--- src/rtl/dpcm_pkg.sv ---
package dpcm_pkg;
  localparam int RATE_W = 4;
  localparam int RATE_N = 1 << RATE_W;

  // Cycles between bit slots for a given rate index.
  function automatic int bit_period(logic [RATE_W-1:0] idx, int step);
    return (RATE_N - int'(idx)) * step;
  endfunction
endpackage

--- src/rtl/dpcm_rate_timer.sv ---
module dpcm_rate_timer #(
  parameter int STEP = 4
) (
  input  logic       clk,
  input  logic       rst_n,
  input  logic [3:0] rate_idx,
  output logic       tick
);
  localparam int MAXP = dpcm_pkg::RATE_N * STEP;
  localparam int CW   = $clog2(MAXP + 1);

  logic [CW-1:0] cnt_q;

  assign tick = (cnt_q == '0);

  always_ff @(posedge clk or negedge rst_n) begin
    if (!rst_n) begin
      cnt_q <= '0;
    end else if (tick) begin
      cnt_q <= CW'(dpcm_pkg::bit_period(rate_idx, STEP) - 1);
    end else begin
      cnt_q <= cnt_q - 1'b1;
    end
  end

  // counter never leaves its legal range
  p_period_range_r6: assert property (@(posedge clk) disable iff (!rst_n)
    tick |=> (int'(cnt_q) < MAXP));
endmodule

--- src/rtl/dpcm_bit_shifter.sv ---
module dpcm_bit_shifter #(
  parameter int W = 8
) (
  input  logic         clk,
  input  logic         rst_n,
  input  logic         tick,
  input  logic         enable,
  input  logic         smp_valid,
  output logic         smp_ready,
  input  logic [W-1:0] smp_data,
  output logic         step_en,
  output logic         step_up
);
  localparam int BW = $clog2(W);

  logic [W-1:0]  hold_q;
  logic          hold_full_q;
  logic [W-1:0]  shreg_q;
  logic [BW-1:0] bcnt_q;
  logic          silent_q;
  logic          boundary;

  assign smp_ready = enable && !hold_full_q;
  assign step_en   = tick && !silent_q;
  assign step_up   = shreg_q[0];
  assign boundary  = (bcnt_q == BW'(W - 1));

  always_ff @(posedge clk or negedge rst_n) begin
    if (!rst_n) begin
      hold_q      <= '0;
      hold_full_q <= 1'b0;
      shreg_q     <= '0;
      bcnt_q      <= BW'(W - 1);
      silent_q    <= 1'b1;
    end else begin
      if (smp_valid && smp_ready) begin
        hold_q      <= smp_data;
        hold_full_q <= 1'b1;
      end
      if (tick) begin
        if (boundary) begin
          bcnt_q <= '0;
          if (hold_full_q) begin
            shreg_q     <= hold_q;
            silent_q    <= 1'b0;
            hold_full_q <= 1'b0;
          end else begin
            silent_q <= 1'b1;
          end
        end else begin
          bcnt_q  <= bcnt_q + 1'b1;
          shreg_q <= shreg_q >> 1;
        end
      end
    end
  end

  // an accepted byte fills the buffer, so the request drops
  p_accept_drops_r8: assert property (@(posedge clk) disable iff (!rst_n)
    (smp_valid && smp_ready) |=> !smp_ready);
  // no request while disabled
  p_no_req_disabled_r8: assert property (@(posedge clk) disable iff (!rst_n)
    !enable |-> !smp_ready);
endmodule

--- src/rtl/dpcm_level_reg.sv ---
module dpcm_level_reg #(
  parameter int LW      = 7,
  parameter int STEP_SZ = 2
) (
  input  logic          clk,
  input  logic          rst_n,
  input  logic          ld_valid,
  input  logic [LW-1:0] ld_data,
  input  logic          step_en,
  input  logic          step_up,
  output logic [LW-1:0] level
);
  localparam int RAIL_HI = (1 << LW) - 2;
  localparam int UP_MAX  = RAIL_HI - STEP_SZ;

  logic [LW-1:0] lvl_q;
  logic          can_up, can_dn;

  assign can_up = int'(lvl_q) <= UP_MAX;
  assign can_dn = int'(lvl_q) >= STEP_SZ;
  assign level  = lvl_q;

  always_ff @(posedge clk or negedge rst_n) begin
    if (!rst_n) begin
      lvl_q <= '0;
    end else if (ld_valid) begin
      lvl_q <= ld_data;
    end else if (step_en) begin
      if (step_up && can_up)        lvl_q <= lvl_q + LW'(STEP_SZ);
      else if (!step_up && can_dn)  lvl_q <= lvl_q - LW'(STEP_SZ);
    end
  end

  // the write value is what follows a write edge
  p_load_wins_r5: assert property (@(posedge clk) disable iff (!rst_n)
    ld_valid |=> (lvl_q == $past(ld_data)));
  // without a write the level moves by the step size or not at all
  p_step_size_r3: assert property (@(posedge clk) disable iff (!rst_n)
    !ld_valid |=> ((int'(lvl_q) == int'($past(lvl_q))) ||
                   (int'(lvl_q) == int'($past(lvl_q)) + STEP_SZ) ||
                   (int'(lvl_q) == int'($past(lvl_q)) - STEP_SZ)));
  // stepping never passes the upper rail
  p_rail_hi_r4: assert property (@(posedge clk) disable iff (!rst_n)
    (!ld_valid && int'(lvl_q) <= RAIL_HI) |=> (int'(lvl_q) <= RAIL_HI));
  // no slot, no write: the level holds
  p_idle_hold_r7: assert property (@(posedge clk) disable iff (!rst_n)
    (!ld_valid && !step_en) |=> $stable(lvl_q));
endmodule

--- src/rtl/dpcm_level_unit.sv ---
module dpcm_level_unit #(
  parameter int STEP = 4,
  parameter int LW   = 7
) (
  input  logic          clk,
  input  logic          rst_n,
  input  logic          enable,
  input  logic [3:0]    rate_idx,
  input  logic          ld_valid,
  input  logic [LW-1:0] ld_data,
  input  logic          smp_valid,
  output logic          smp_ready,
  input  logic [7:0]    smp_data,
  output logic [LW-1:0] level
);
  logic tick, step_en, step_up;

  dpcm_rate_timer #(.STEP(STEP)) u_timer (
    .clk(clk), .rst_n(rst_n), .rate_idx(rate_idx), .tick(tick)
  );

  dpcm_bit_shifter #(.W(8)) u_shift (
    .clk(clk), .rst_n(rst_n), .tick(tick), .enable(enable),
    .smp_valid(smp_valid), .smp_ready(smp_ready), .smp_data(smp_data),
    .step_en(step_en), .step_up(step_up)
  );

  dpcm_level_reg #(.LW(LW), .STEP_SZ(2)) u_level (
    .clk(clk), .rst_n(rst_n), .ld_valid(ld_valid), .ld_data(ld_data),
    .step_en(step_en), .step_up(step_up), .level(level)
  );

  // a step only happens on a timer slot
  p_step_on_tick_r7: assert property (@(posedge clk) disable iff (!rst_n)
    step_en |-> tick);
endmodule

--- config.mk ---
export PLATFORM = sky130hd
export DESIGN_NAME = dpcm_level_unit
export DESIGN_NICKNAME = d
export VERILOG_FILES = /design/src/rtl/dpcm_pkg.sv /design/src/rtl/dpcm_rate_timer.sv /design/src/rtl/dpcm_bit_shifter.sv /design/src/rtl/dpcm_level_reg.sv /design/src/rtl/dpcm_level_unit.sv
export SDC_FILE = /design/constraint.sdc
export NUM_CORES = 1
export LEC_CHECK = 0
export ABC_AREA = 0
export BUFFER_PORTS_ARGS = -buffer_cell sky130_fd_sc_hd__buf_2
export CAP_MARGIN = 20
export CORE_MARGIN = 2
export CORE_UTILIZATION = 30
export CTS_CLUSTER_DIAMETER = 60
export DETAILED_ROUTE_END_ITERATION = 12
export SKIP_CTS_REPAIR_TIMING = 1
export SLEW_MARGIN = 20
export SYNTH_ARGS = -nofsm -noshare
export SYNTH_HDL_FRONTEND = slang
export SYNTH_SLANG_ARGS = --single-unit
--- constraint.sdc ---
create_clock -name clk -period 2.5 [get_ports clk]
set_input_delay 0.5 -clock clk [delete_from_list [all_inputs] [get_ports clk]]
set_output_delay 0.5 -clock clk [all_outputs]
set_load 0.05 [all_outputs]
## Yosys cells after proc, flatten, opt, wreduce, memory -nomap -nowiden

Cells that the tools add are included.

- Add/sub/neg operators: 6
- Order comparisons: 2
- Equality and inequality tests: 2
- Multiplexer cells: 13
- Reductions and logical operators: 14

Operator list:

| operator | number |
|---|---|
| $mux W7 | 5 |
| $mux W8 | 2 |
| $sub A7 B2 Y7 const B | 2 |
| $add A7 B2 Y7 const B | 1 |
| $ge A7 B2 Y1 const B | 1 |
| $le A7 B7 Y1 const B | 1 |
| $logic_not A7 Y1 | 1 |
| $sub A7 B1 Y7 const B | 1 |
| $reduce_and A2 Y1 | 3 |
| $logic_and A1 B1 Y1 | 5 |
| $mux W1 | 5 |
| $sub A5 B4 Y5 const A | 1 |
| $add A3 B1 Y3 const B | 1 |
| $eq A3 B3 Y1 const B | 1 |
| $logic_not A1 Y1 | 3 |
| $mux W3 | 1 |
| $reduce_bool A3 Y1 | 1 |
| $ne A2 B1 Y1 const B | 1 |
| $reduce_bool A2 Y1 | 1 |

- Flip-flop bits (word level): 35
- Output and inout bits: 8

## Depth between registers and ports, before layout

Gate-level depths: netlist (run 1).

- Word-level depth: 7
- Mapped depth: 8
- Mapped depth without buffers: 7

## By module

From an unflattened synthesis (run 1), not the netlist that was laid out.

- Cell total of the unflattened synthesis: 192
- Area, all modules: 2124.5 sq um

By module, submodules not included:

| module | times used | cells each | area an instance (sq um) | sequential area each (sq um) |
|---|---|---|---|---|
| dpcm_bit_shifter | 1 | 64 | 982.2 | 530.5 |
| dpcm_level_reg | 1 | 73 | 629.4 | 175.2 |
| dpcm_rate_timer | 1 | 55 | 513.0 | 175.2 |

## Least setup slack after synthesis (run 1)

No wires, ideal clock.

- Path kind: reg2reg
- Start point: register u_level.lvl_q[1], in the netlist u_level.level[1]
- End point: register u_level.lvl_q[3], in the netlist u_level.level[3]
- Library setup time: 0.082 ns
- Arrival time: 2.155 ns
- Required time: 2.418 ns
- Path slack: 0.263 ns
- Cell stages (with the launch flop): 8
- Buffers on the path: 0
- Period minus slack after synthesis: 2.237 ns
- Path through: dfrtp_1 -> inv_1 -> ha_1 -> nor4b_2 -> a31oi_1 -> nand3_2 -> or3_1 -> a31oi_1

- Word-level cells in the longest chain between the ends: 5
- Elaborated cells on any way between the ends: 12
- Those cells by class: add/sub (2); order compare (2); mux (4); reduce/logical (4)

RTL lines:

| element | RTL line | text |
|---|---|---|
| from (decl) | dpcm_level_reg.sv:16 | `logic [LW-1:0] lvl_q;` |
| from (signal assigned) | dpcm_level_reg.sv:27 | `lvl_q <= ld_data;` |
| from (signal assigned) | dpcm_level_reg.sv:29 | `if (step_up && can_up) lvl_q <= lvl_q + LW'(STEP_SZ);` |
| from (signal assigned) | dpcm_level_reg.sv:30 | `else if (!step_up && can_dn) lvl_q <= lvl_q - LW'(STEP_SZ);` |
| $sub A7 B2 Y7 or $le A7 B7 Y1 (tied branches) | dpcm_level_reg.sv:30, dpcm_level_reg.sv:19 |  |
| $mux W7 or $logic_and A1 B1 Y1 (tied branches) | dpcm_level_reg.sv:30, dpcm_level_reg.sv:29 |  |
| $mux W7 | dpcm_level_reg.sv:29 |  |
| $mux W7 | dpcm_level_reg.sv:28 | `end else if (step_en) begin` |
| $mux W7 | dpcm_level_reg.sv:26 | `end else if (ld_valid) begin` |

Parallel ways exist; a longest one is shown, timed or not. The select of a mux whose other input is x is not followed.
A chain may end at the register's enable or synchronous reset.

## Worst setup path in the final report (run 1)

Ends and elaborated chain as after synthesis.

==> results of run 1 <==
==> cells in the mapped netlist <==
cell type / instances
sky130_fd_sc_hd__or3_4: 1
sky130_fd_sc_hd__o21a_1: 1
sky130_fd_sc_hd__mux2i_1: 3
sky130_fd_sc_hd__nand3b_1: 1
sky130_fd_sc_hd__o211a_1: 1
sky130_fd_sc_hd__nor2_2: 1
sky130_fd_sc_hd__a211oi_1: 1
sky130_fd_sc_hd__o2111ai_1: 2
sky130_fd_sc_hd__xor2_1: 6
sky130_fd_sc_hd__ha_1: 8
sky130_fd_sc_hd__or3_1: 2
sky130_fd_sc_hd__a32o_1: 1
sky130_fd_sc_hd__o31ai_1: 1
sky130_fd_sc_hd__o22ai_1: 15
sky130_fd_sc_hd__nand2_1: 26
sky130_fd_sc_hd__nor4_1: 1
sky130_fd_sc_hd__inv_1: 10
sky130_fd_sc_hd__nand4b_1: 1
sky130_fd_sc_hd__xnor2_1: 5
sky130_fd_sc_hd__nor2b_1: 3
sky130_fd_sc_hd__nand3_1: 1
sky130_fd_sc_hd__clkbuf_1: 6
sky130_fd_sc_hd__and4_2: 2
sky130_fd_sc_hd__buf_4: 1
sky130_fd_sc_hd__a31oi_1: 2
sky130_fd_sc_hd__dfrtp_1: 31
sky130_fd_sc_hd__nand3_2: 1
sky130_fd_sc_hd__nor4b_2: 1
sky130_fd_sc_hd__nand4_1: 2
sky130_fd_sc_hd__and4b_1: 1
sky130_fd_sc_hd__clkbuf_2: 1
sky130_fd_sc_hd__a2111oi_0: 1
sky130_fd_sc_hd__mux2_2: 9
sky130_fd_sc_hd__o21ai_0: 12
sky130_fd_sc_hd__nor3_1: 4
sky130_fd_sc_hd__dfstp_2: 4
sky130_fd_sc_hd__o21ai_1: 2
sky130_fd_sc_hd__nand2b_1: 2
sky130_fd_sc_hd__nor2_1: 4
sky130_fd_sc_hd__mux2_4: 1
sky130_fd_sc_hd__a21oi_1: 8
==> per-stage QoR <==
step,area [µm²],setup WS [ns],cells,utilization [%]
after global routing,2220,0.3152,295,37.05
after CTS,2220,0.4480,295,37.05
after floorplan,1871,0.2632,186,-
after global placement,2107,0.5682,287,35.17
after detailed placement,2107,0.4878,287,35.17
final,2220,0.4381,295,37.05
==> power groups by stage <==
stage	logic, W	registers [W]	clock network [W]
4_1_cts	0.000145	0.000605	0.000524
3_3_place_gp	0.000143	0.000614	0
2_1_floorplan	0.0000575	0.000645	0
3_5_place_dp	0.000144	0.000616	0
5_1_grt	0.000159	0.000608	0.000541
6_report	0.000142	0.000605	0.000516
==> flip-flops by register name, indices dropped and copies added, names as in the netlist <==
| register | cells |
|---|---|
| u_shift.silent_q | 1 |
| u_shift.shreg_q | 8 |
| u_shift.hold_full_q | 1 |
| u_shift.hold_q | 8 |
| u_shift.bcnt_q | 3 |
| u_timer.cnt_q | 7 |
| u_level.level | 7 |
==> cell type report <==
cell class | instances | area [µm²] | share of cell area, %
clock inverters | 3 | 43.79 | 1.973
repair buffers | 34 | 177.7 | 8.004
clock buffers | 5 | 68.82 | 3.100
multi-input cells | 133 | 917.1 | 41.32
inverters | 10 | 37.54 | 1.691
well taps | 75 | 93.84 | 4.228
flip-flops and latches | 35 | 880.8 | 39.68
==> per-layer routing <==
metal / GRT usage (%) / vias up
met4: 4.024 / 0
met2: 20.31 / 25
met5: 0 / -
met3: 3.579 / 5
met1: 15.12 / 740
li1: - / 736
==> cell families after synthesis <==
kind of cell	after synthesis
simple gates	54
compound gates	47
flops	35
buf+inv	18
mux	13
xor+xnor	11
fa+ha+maj	8
==> worst min-delay path by stage <==
stage,startpoint,end,slack (ns),cells after the start
4_1_cts,rst_n,u_shift.hold_q[5],0.31,1
3_3_place_gp,u_timer.cnt_q[0],u_timer.cnt_q[0],0.44,1
5_1_grt,rst_n,u_shift.hold_q[3],0.35,1
6_report,rst_n,u_shift.hold_q[4],0.28,1
3_5_place_dp,u_timer.cnt_q[0],u_timer.cnt_q[0],0.44,1
2_1_floorplan,rst_n,u_level.level[0],0.20,0
==> cell usage in the layout, fill, tap and decap left out, types with 4 or more instances in the layout <==
cell type,count
sky130_fd_sc_hd__xor2_1,6
sky130_fd_sc_hd__mux2_2,9
sky130_fd_sc_hd__dfrtp_1,31
sky130_fd_sc_hd__nor3_1,4
sky130_fd_sc_hd__ha_1,8
sky130_fd_sc_hd__o22ai_1,15
sky130_fd_sc_hd__nor2_1,4
sky130_fd_sc_hd__a21oi_1,8
sky130_fd_sc_hd__dfstp_2,4
sky130_fd_sc_hd__o21ai_0,12
sky130_fd_sc_hd__inv_1,10
sky130_fd_sc_hd__nand2_1,26
sky130_fd_sc_hd__buf_2,31
sky130_fd_sc_hd__xnor2_1,5
sky130_fd_sc_hd__clkbuf_8,5
==> results.txt, run 1 <==
The flow ran to the end, and the final reports show no timing, DRC or antenna violations. Pin placement for this block handled 32 I/O pins. The synthesis warning total is 0. The final count of negative-setup-slack endpoints came out at 0.

The average via count per standard cell is 5.105. The synthesized netlist devotes just over 5% of its cell area to XOR and XNOR gates. After global routing the overflow that remains totals 0. After layout, the minimum clock period comes to roughly 2.1 ns.

The main combinational cell family by area after synthesis is simple AND/OR/NAND/NOR gates. Net switching is 26.36% of the power. After clock tree synthesis, the clock-pin slew on the worst setup and hold paths is 0.08 ns. Of the post-synthesis cell area, the dominant cell type holds 41.47%. The maximum achievable frequency came out at 0.4850 GHz. The vertical extent of the die came out at between 80 and 90 µm. The worst setup path startpoint is u_level.level[1]. The number of synthesized register bits is 35. The number of buffers created by CTS came out at 5. The final weighted congestion of routability-driven global placement came out at 0.8289. The endpoint identified for the worst register-to-register timing path is u_level.level[3]. The count of mapped cells out of synthesis came out at ~190. Of all nets on the critical path, the largest fanout is 7. The average wire per standard cell came out at ~13 µm.

The clock insertion delay at the later pin of the skew report is 0.29 ns. The violation count after the first detailed-route iteration is between 70 and 80. Together, buffers and inverters on the worst path number 1. The slew at the pin with the worst max-slew slack came out at 0.7702 ns. The number of H-tree branching levels is 2. The part of the power in combinational logic came out at 11.3%. Setup repair after global routing left no endpoint under its margin. The die outline area is 6882 µm². The number of antenna violations at the first check in global routing came out at 0. The pre-antenna-repair detailed-routing pass consisted of 4 iterations. STA classifies the critical path startpoint as a flip-flop.

The part of the power in the clock network is around two fifths. The number of cell instances on the worst register-to-register path came out at 7. The detail route stage leaves a number of antenna-violating nets equal to 0. The cell occurring most often along the worst timing path is sky130_fd_sc_hd__a31oi_1.

The worst register-to-register path begins at u_level.level[1]. The length of routed met3 wiring came out at 150 µm. The post-detailed-route DRC marker count is 0.

Summing the areas of all fa, ha and maj instances in the mapped netlist gives 5.351% of the synthesized area. The met2 layer wire length in the routed design is roughly 1.9 mm. For this design the total switching power over the nets is 0.0003332 W. The detailed-route via count came out at 1506. The netlist area before placement came out at approximately 1900 µm².

The longest individual stage delay on the worst path is 0.46 ns. The count of buffers inserted at the top-level ports came out at 31. The internal power of the cells is 0.0009309 W. The number of core rows is 28. The mux cell area share after synthesis is 7.826%. In this run the mean area of a mapped cell was between 10 and 15 µm².

Of all cell types, the one taking the most synthesized area is sky130_fd_sc_hd__dfrtp_1. The portion of the clock cycle consumed by the worst path in the final layout came out at 82.48%. Sequential cells account for 47.9% of the total power. The share of post-route cells with drive strength above 1 came out at roughly 28%. The worst-case IR drop observed on VDD is around 0.00024 V. The via count of the first global-routing pass came out at 1551. The signal on the critical path passes through inv_1, ha_1, nor4b_2, a31oi_1, nand3_2, or3_1, a31oi_1. For this design the ratio of total power to cell area is 569.5 nW/µm². The critical path's top delay family is simple AND/OR/NAND/NOR gates. Across the run, the number of max-cap violations was 0. The area fraction in compound gates after synthesis came out at 15.25%. The worst register-to-register path has a setup slack of between 0.4 and 0.5 ns. The count of antenna diodes in the layout came out at 0. No sink is reached through more buffers than the 2 on the longest clock path. The tightest min-delay check is of the input port to asynchronous set/reset pin type.

Ranked by total cell area, the synthesized netlist is headed by sky130_fd_sc_hd__dfrtp_1 41%, sky130_fd_sc_hd__dfstp_2 5.6%, sky130_fd_sc_hd__mux2_2 5.4%. After legalization and detailed placement, the total HPWL measured between 2 and 3 mm. The library cell used as clock root buffer is sky130_fd_sc_hd__clkbuf_8.

The final total power came out at 0.001264 W. The library cell contributing the largest single delay on the critical path is sky130_fd_sc_hd__dfrtp_1. The tightest hold margin came out at 0.2848 ns. The initial cell density of the core is 31.22%. The final setup TNS is 0 ns.

The number of nets produced by synthesis is around 220. The number of distinct standard cells referenced by the synthesized netlist is 41. The largest clock skew in the final design came out at 0.006329 ns.

The filler cells instantiated in the layout total 598. The x dimension of the die is 82.96 µm. The count of final hold-check violations came out at 0. The global router's overall resource usage came out at 12.19%. The detailed router used layers up to and including met4. The area of the core is 5991 µm². For this block, wires on met1 add up to about 1.8 mm.

The number of stages on the worst setup path is 7. The setup path with the least slack is of type flip-flop to flip-flop. The total detailed-routing wirelength is 3.921 mm. For this run, the register share of the synthesized area comes to 47.09%. The final count of pins violating max slew came out at 0. The first global-routing pass estimated 7.024 mm of wire. The signal arrival time at the worst endpoint came out at 2.28 ns. The leakage power of the design came out at 1.070 nW. The net total in the final layout is 251.

Entering global routing, the biggest net connects 36 pins. The worst path required time came out at ~2.7 ns. The post-synthesis to final-layout area growth is 18.66%. Following the worst setup path forward leads to its endpoint at u_level.level[3]. The element type at the critical path end is a flip-flop. The clock net sink count came out at 35. TritonCTS built the clock tree. The simple-gate portion of the synthesized area came out at 15.45%. The worst slew margin relative to its limit came out at 48.65%.
Note: power is estimated with default switching activity, not from simulation.
==> inputs of run 2 (changes only) <==
Settings changed: ABC_AREA 0 to 1.
Clock period 2.5 ns to 1.85 ns, I/O delays scaled along.
==> run 2 against run 1 <==
Sequential power increased by 40%. Sequential share of layout area decreased by 3.4 points. Fmax increased by 23%. Critical path type unchanged. Hold slack got worse by 0.17 ns. Synthesized cell count increased by 32%. The run now ends with DRC left. Register-to-register slack got worse by 0.26 ns. Final cell count increased by 24%. Critical endpoint is now u_shift.shreg_q[0]. Critical path depth decreased by 1. Synthesized area increased by 9.4%.
==> results.txt, run 2 <==
The flow ran to the end, but the final reports show violations. The checks that failed: DRC. The critical path's top delay family is flip-flops.

The overall overflow remaining after global route is 0 (unchanged). The total detailed-routing wirelength is 4.014 mm (+2.4%). The signal arrival time at the worst endpoint came to 1.83 ns (-0.45 ns). The number of max-cap violations came to 0 (unchanged). The count of mapped cells out of synthesis came out at 246 (+32%).

The post-synthesis area per instance came out at 8.316 µm² (-17%). The via count of the first global-routing pass is 1665 (+7.4%). The number of buffers created by CTS was 5 (unchanged). The number of synthesized register bits is 35 (unchanged). The share of post-route cells with drive strength above 1 came to 25.61% (-2.6 points).

The cell type contributing the most total cell area after synthesis is sky130_fd_sc_hd__dfrtp_1. The average wire per standard cell is 11.00 µm (-17%). By count the netlist is led by 71 x sky130_fd_sc_hd__nand2_1, 31 x sky130_fd_sc_hd__dfrtp_1, 28 x sky130_fd_sc_hd__inv_1. The number of core rows came out at 30 (+7.1%). The destination of the worst register-to-register timing path is u_shift.shreg_q[0]. The global router's overall resource usage came out at 12.56% (+0.37 points). TritonCTS built the clock tree. The number of antenna-violating nets in the routed design came to 0 (unchanged). The portion of the clock cycle consumed by the worst path in the final layout is 90.38% (+7.9 points). The critical path startpoint category is a flip-flop.

The fill cell instance count of the final layout is 699 (+17%). The final setup TNS is 0 ns (unchanged). The met2 layer wire length in the routed design came out at 1.794 mm (-7.0%).

The largest registers in the layout are u_shift.hold_q x8, u_shift.shreg_q x8. The critical path in this run is classified as flip-flop to flip-flop. The count of final hold-check violations is 0 (unchanged). By instance count, the leading cell after synthesis is sky130_fd_sc_hd__nand2_1. The area of the core came out at 6681 µm² (+12%).

The net total in the final layout is 316 (+26%). The violation count after the first detailed-route iteration came out at 55 (-28%). The post-detailed-route DRC marker count came out at 1 (+1). The longest individual stage delay on the worst path is 0.55 ns (+0.09 ns). The number of antenna violations at the first check in global routing is 0 (unchanged).

The time the final worst path needs with I/O delays and setup is 1.672 ns (-0.3899 ns). The path type of the worst min-delay path is input port to asynchronous set/reset pin. The initial cell density of the core came to 30.62% (-0.61 points). The combined buffer and inverter count along the critical path is 2 (+1). The primary flip-flop cell chosen by synthesis mapping is sky130_fd_sc_hd__dfrtp_1. The library cell contributing the largest single delay on the critical path is sky130_fd_sc_hd__dfstp_2. The sequential-to-total area share from yosys stat came out at 43.06% (-4.0 points). Counting stages on the worst path, the most repeated cell is sky130_fd_sc_hd__ha_1. The number of placed I/O pins was 32 (unchanged). The worst path required time is 2.00 ns (-0.72 ns).

The detailed-route via count was 1677 (+11%). The async set-reset flop share out of synthesis came out at 100.0% (unchanged). The final count of pins violating max slew came out at 0 (unchanged). The average via count per standard cell is 4.595 (-10%).

The synthesis warning total came out at 0 (unchanged). STA classifies the critical path endpoint as a flip-flop. The worst setup slack for register-to-register paths was 0.18 ns (-0.26 ns). The clock transition time at the flip-flop clock pins of the worst setup and hold paths is 0.08 ns (about the same). The maximum buffer depth of the clock tree came out at 2 (unchanged). The number of cell instances on the worst register-to-register path is 6 (-1). The sequential cell area in the final layout came out at 880.8 µm² (unchanged).

The library cell used most frequently in the layout, excluding fill and tap cells, is sky130_fd_sc_hd__nand2_1. After detailed routing, no signal wire sits above met4. The worst slew margin relative to its limit came out at 69.47% (+21 points). The count of buffers inserted at the top-level ports is 31 (unchanged).

The leakage power of the design is 1.289 nW (+20%). The number of enable flip-flop cells after synthesis is 0 (unchanged). Walking the worst path, the cells encountered are ha_1, ha_1, clkinv_1, buf_4, o211ai_1, o21ai_0.

The global-route wire length before repair came out at 7.458 mm (+6.2%). The total iterations of the first detailed-routing run is 8 (+4). The sum of net half-perimeters after detailed placement is 2.952 mm (+7.0%). Setup repair after global routing left no endpoint under its margin.

The maximum fanout along the worst path is 16 (+9). The post-synthesis to final-layout area growth came out at 18.59% (about the same). The number of distinct standard cells referenced by the synthesized netlist came out at 31 (-24%). The count of antenna diodes in the layout is 0 (unchanged). The slew at the pin with the worst max-slew slack is 0.4580 ns (-0.3122 ns). The largest clock skew in the final design came out at 0.008018 ns (+0.001689 ns).

The maximum number of pins on one net before global-route repair was 36 (unchanged). The final total power is 0.001966 W (+56%). The tree is rooted in a sky130_fd_sc_hd__clkbuf_8. The vertical extent of the die is 86.58 µm (+4.4%). The ratio of total power to cell area is 810.3 nW/µm² (+42%). The number of nets produced by synthesis came out at 278 (+28%). The highest ir drop seen on vdd is 0.0002515 V (+6.8%). The worst register-to-register path begins at u_shift.bcnt_q[0]. The number of H-tree branching levels was 2 (unchanged). The x dimension of the die came to 86.58 µm (+4.4%).

The clock insertion delay at the later pin of the skew report came out at 0.29 ns (about the same). The area of combinational cells with multiple inputs is 1015 µm² (+11%). The maximum achievable frequency is 0.5981 GHz (+23%). The clock net sink count is 35 (unchanged).

The final weighted congestion of routability-driven global placement is 0.8833 (+6.6%). After synthesis, the cell types taking the most area are sky130_fd_sc_hd__dfrtp_1 38%, sky130_fd_sc_hd__nand2_1 13%, sky130_fd_sc_hd__dfstp_2 5.1%. The detailed-route wire length on metal 1 was 2.072 mm (+15%). The portion of synthesized cell area occupied by the leading cell type came out at 37.92% (-3.6 points). The length of routed met3 wiring came out at 131 µm (-13%).

In the layout the commonest cells are 71 x sky130_fd_sc_hd__nand2_1, 31 x sky130_fd_sc_hd__buf_2, 31 x sky130_fd_sc_hd__dfrtp_1, 28 x sky130_fd_sc_hd__inv_1, 17 x sky130_fd_sc_hd__nand3_1. The final count of negative-setup-slack endpoints was 0 (unchanged). The netlist area before placement came out at 2046 µm² (+9.4%). The die outline area was 7495 µm² (+8.9%).
[run 2: final cells by class]
cell class	count	share of cell area [%]
Multi-Input combinational cell	176	41.83
Clock buffer	6	3.404
Clock inverter	2	1.599
Tap cell	80	4.126
Sequential cell	35	36.31
Timing Repair Buffer	37	8.252
Inverter	29	4.487
[run 2: worst max-delay path by stage]
stage                            startpoint            endpoint  slack (ns)  cells after the start
after floorplan            u_level.level[1]    u_level.level[6]        0.05                      9
after global placement    u_shift.bcnt_q[0]  u_shift.shreg_q[1]        0.22                      6
after detailed placement  u_shift.bcnt_q[0]  u_shift.shreg_q[0]        0.18                      6
after CTS                 u_shift.bcnt_q[0]  u_shift.shreg_q[0]        0.16                      6
after global routing       u_timer.cnt_q[0]  u_shift.shreg_q[6]        0.05                      6
final                     u_shift.bcnt_q[0]  u_shift.shreg_q[0]        0.18                      6
[run 2: metrics by stage]
stage	cells	instance area [µm²]	worst slack, ns	util, %	hold slack (ns)
global placement	357	2305	0.2212	34.49	0.4253
finish	365	2426	0.1779	36.31	0.1109
detailed placement	357	2305	0.1786	34.49	0.4320
floorplan	246	2048	0.04777	-	0.07441
global route	365	2426	0.04588	36.31	0.1574
CTS	365	2426	0.1618	36.31	0.1356
[run 2: worst reg2reg max path: stages, from the launching register on]
cell,delay [ns]
sky130_fd_sc_hd__dfstp_2,0.55
sky130_fd_sc_hd__ha_1,0.15
sky130_fd_sc_hd__ha_1,0.24
sky130_fd_sc_hd__clkinv_1,0.11
sky130_fd_sc_hd__buf_4,0.20
sky130_fd_sc_hd__o211ai_1,0.19
sky130_fd_sc_hd__o21ai_0,0.11
[run 2: cell families (layout without fill, tap and decap cells)]
family	Yosys count	after routing	synth area share [%]
simple gates	119	119	26.42
xor+xnor	9	9	3.853
fa+ha+maj	8	8	4.893
flops	35	35	43.06
buf+inv	35	74	7.461
mux	9	9	4.954
compound gates	31	31	9.358
[run 2: routing by layer]
| metal | track usage [%] | vias up |
|---|---|---|
| li1 | - | 869 |
| met1 | 16.69 | 778 |
| met2 | 19.72 | 28 |
| met3 | 2.952 | 2 |
| met4 | 5.114 | 0 |
| met5 | 0 | - |
[run 2: where the power goes]
| group | internal, W | switching, W | leakage [nW] |
|---|---|---|---|
| registers | 0.000799 | 0.0000478 | 0.434 |
| clock network | 0.000443 | 0.000289 | 0.0618 |
| logic | 0.000140 | 0.000247 | 0.793 |
| total | 0.00138 | 0.000584 | 1.29 |
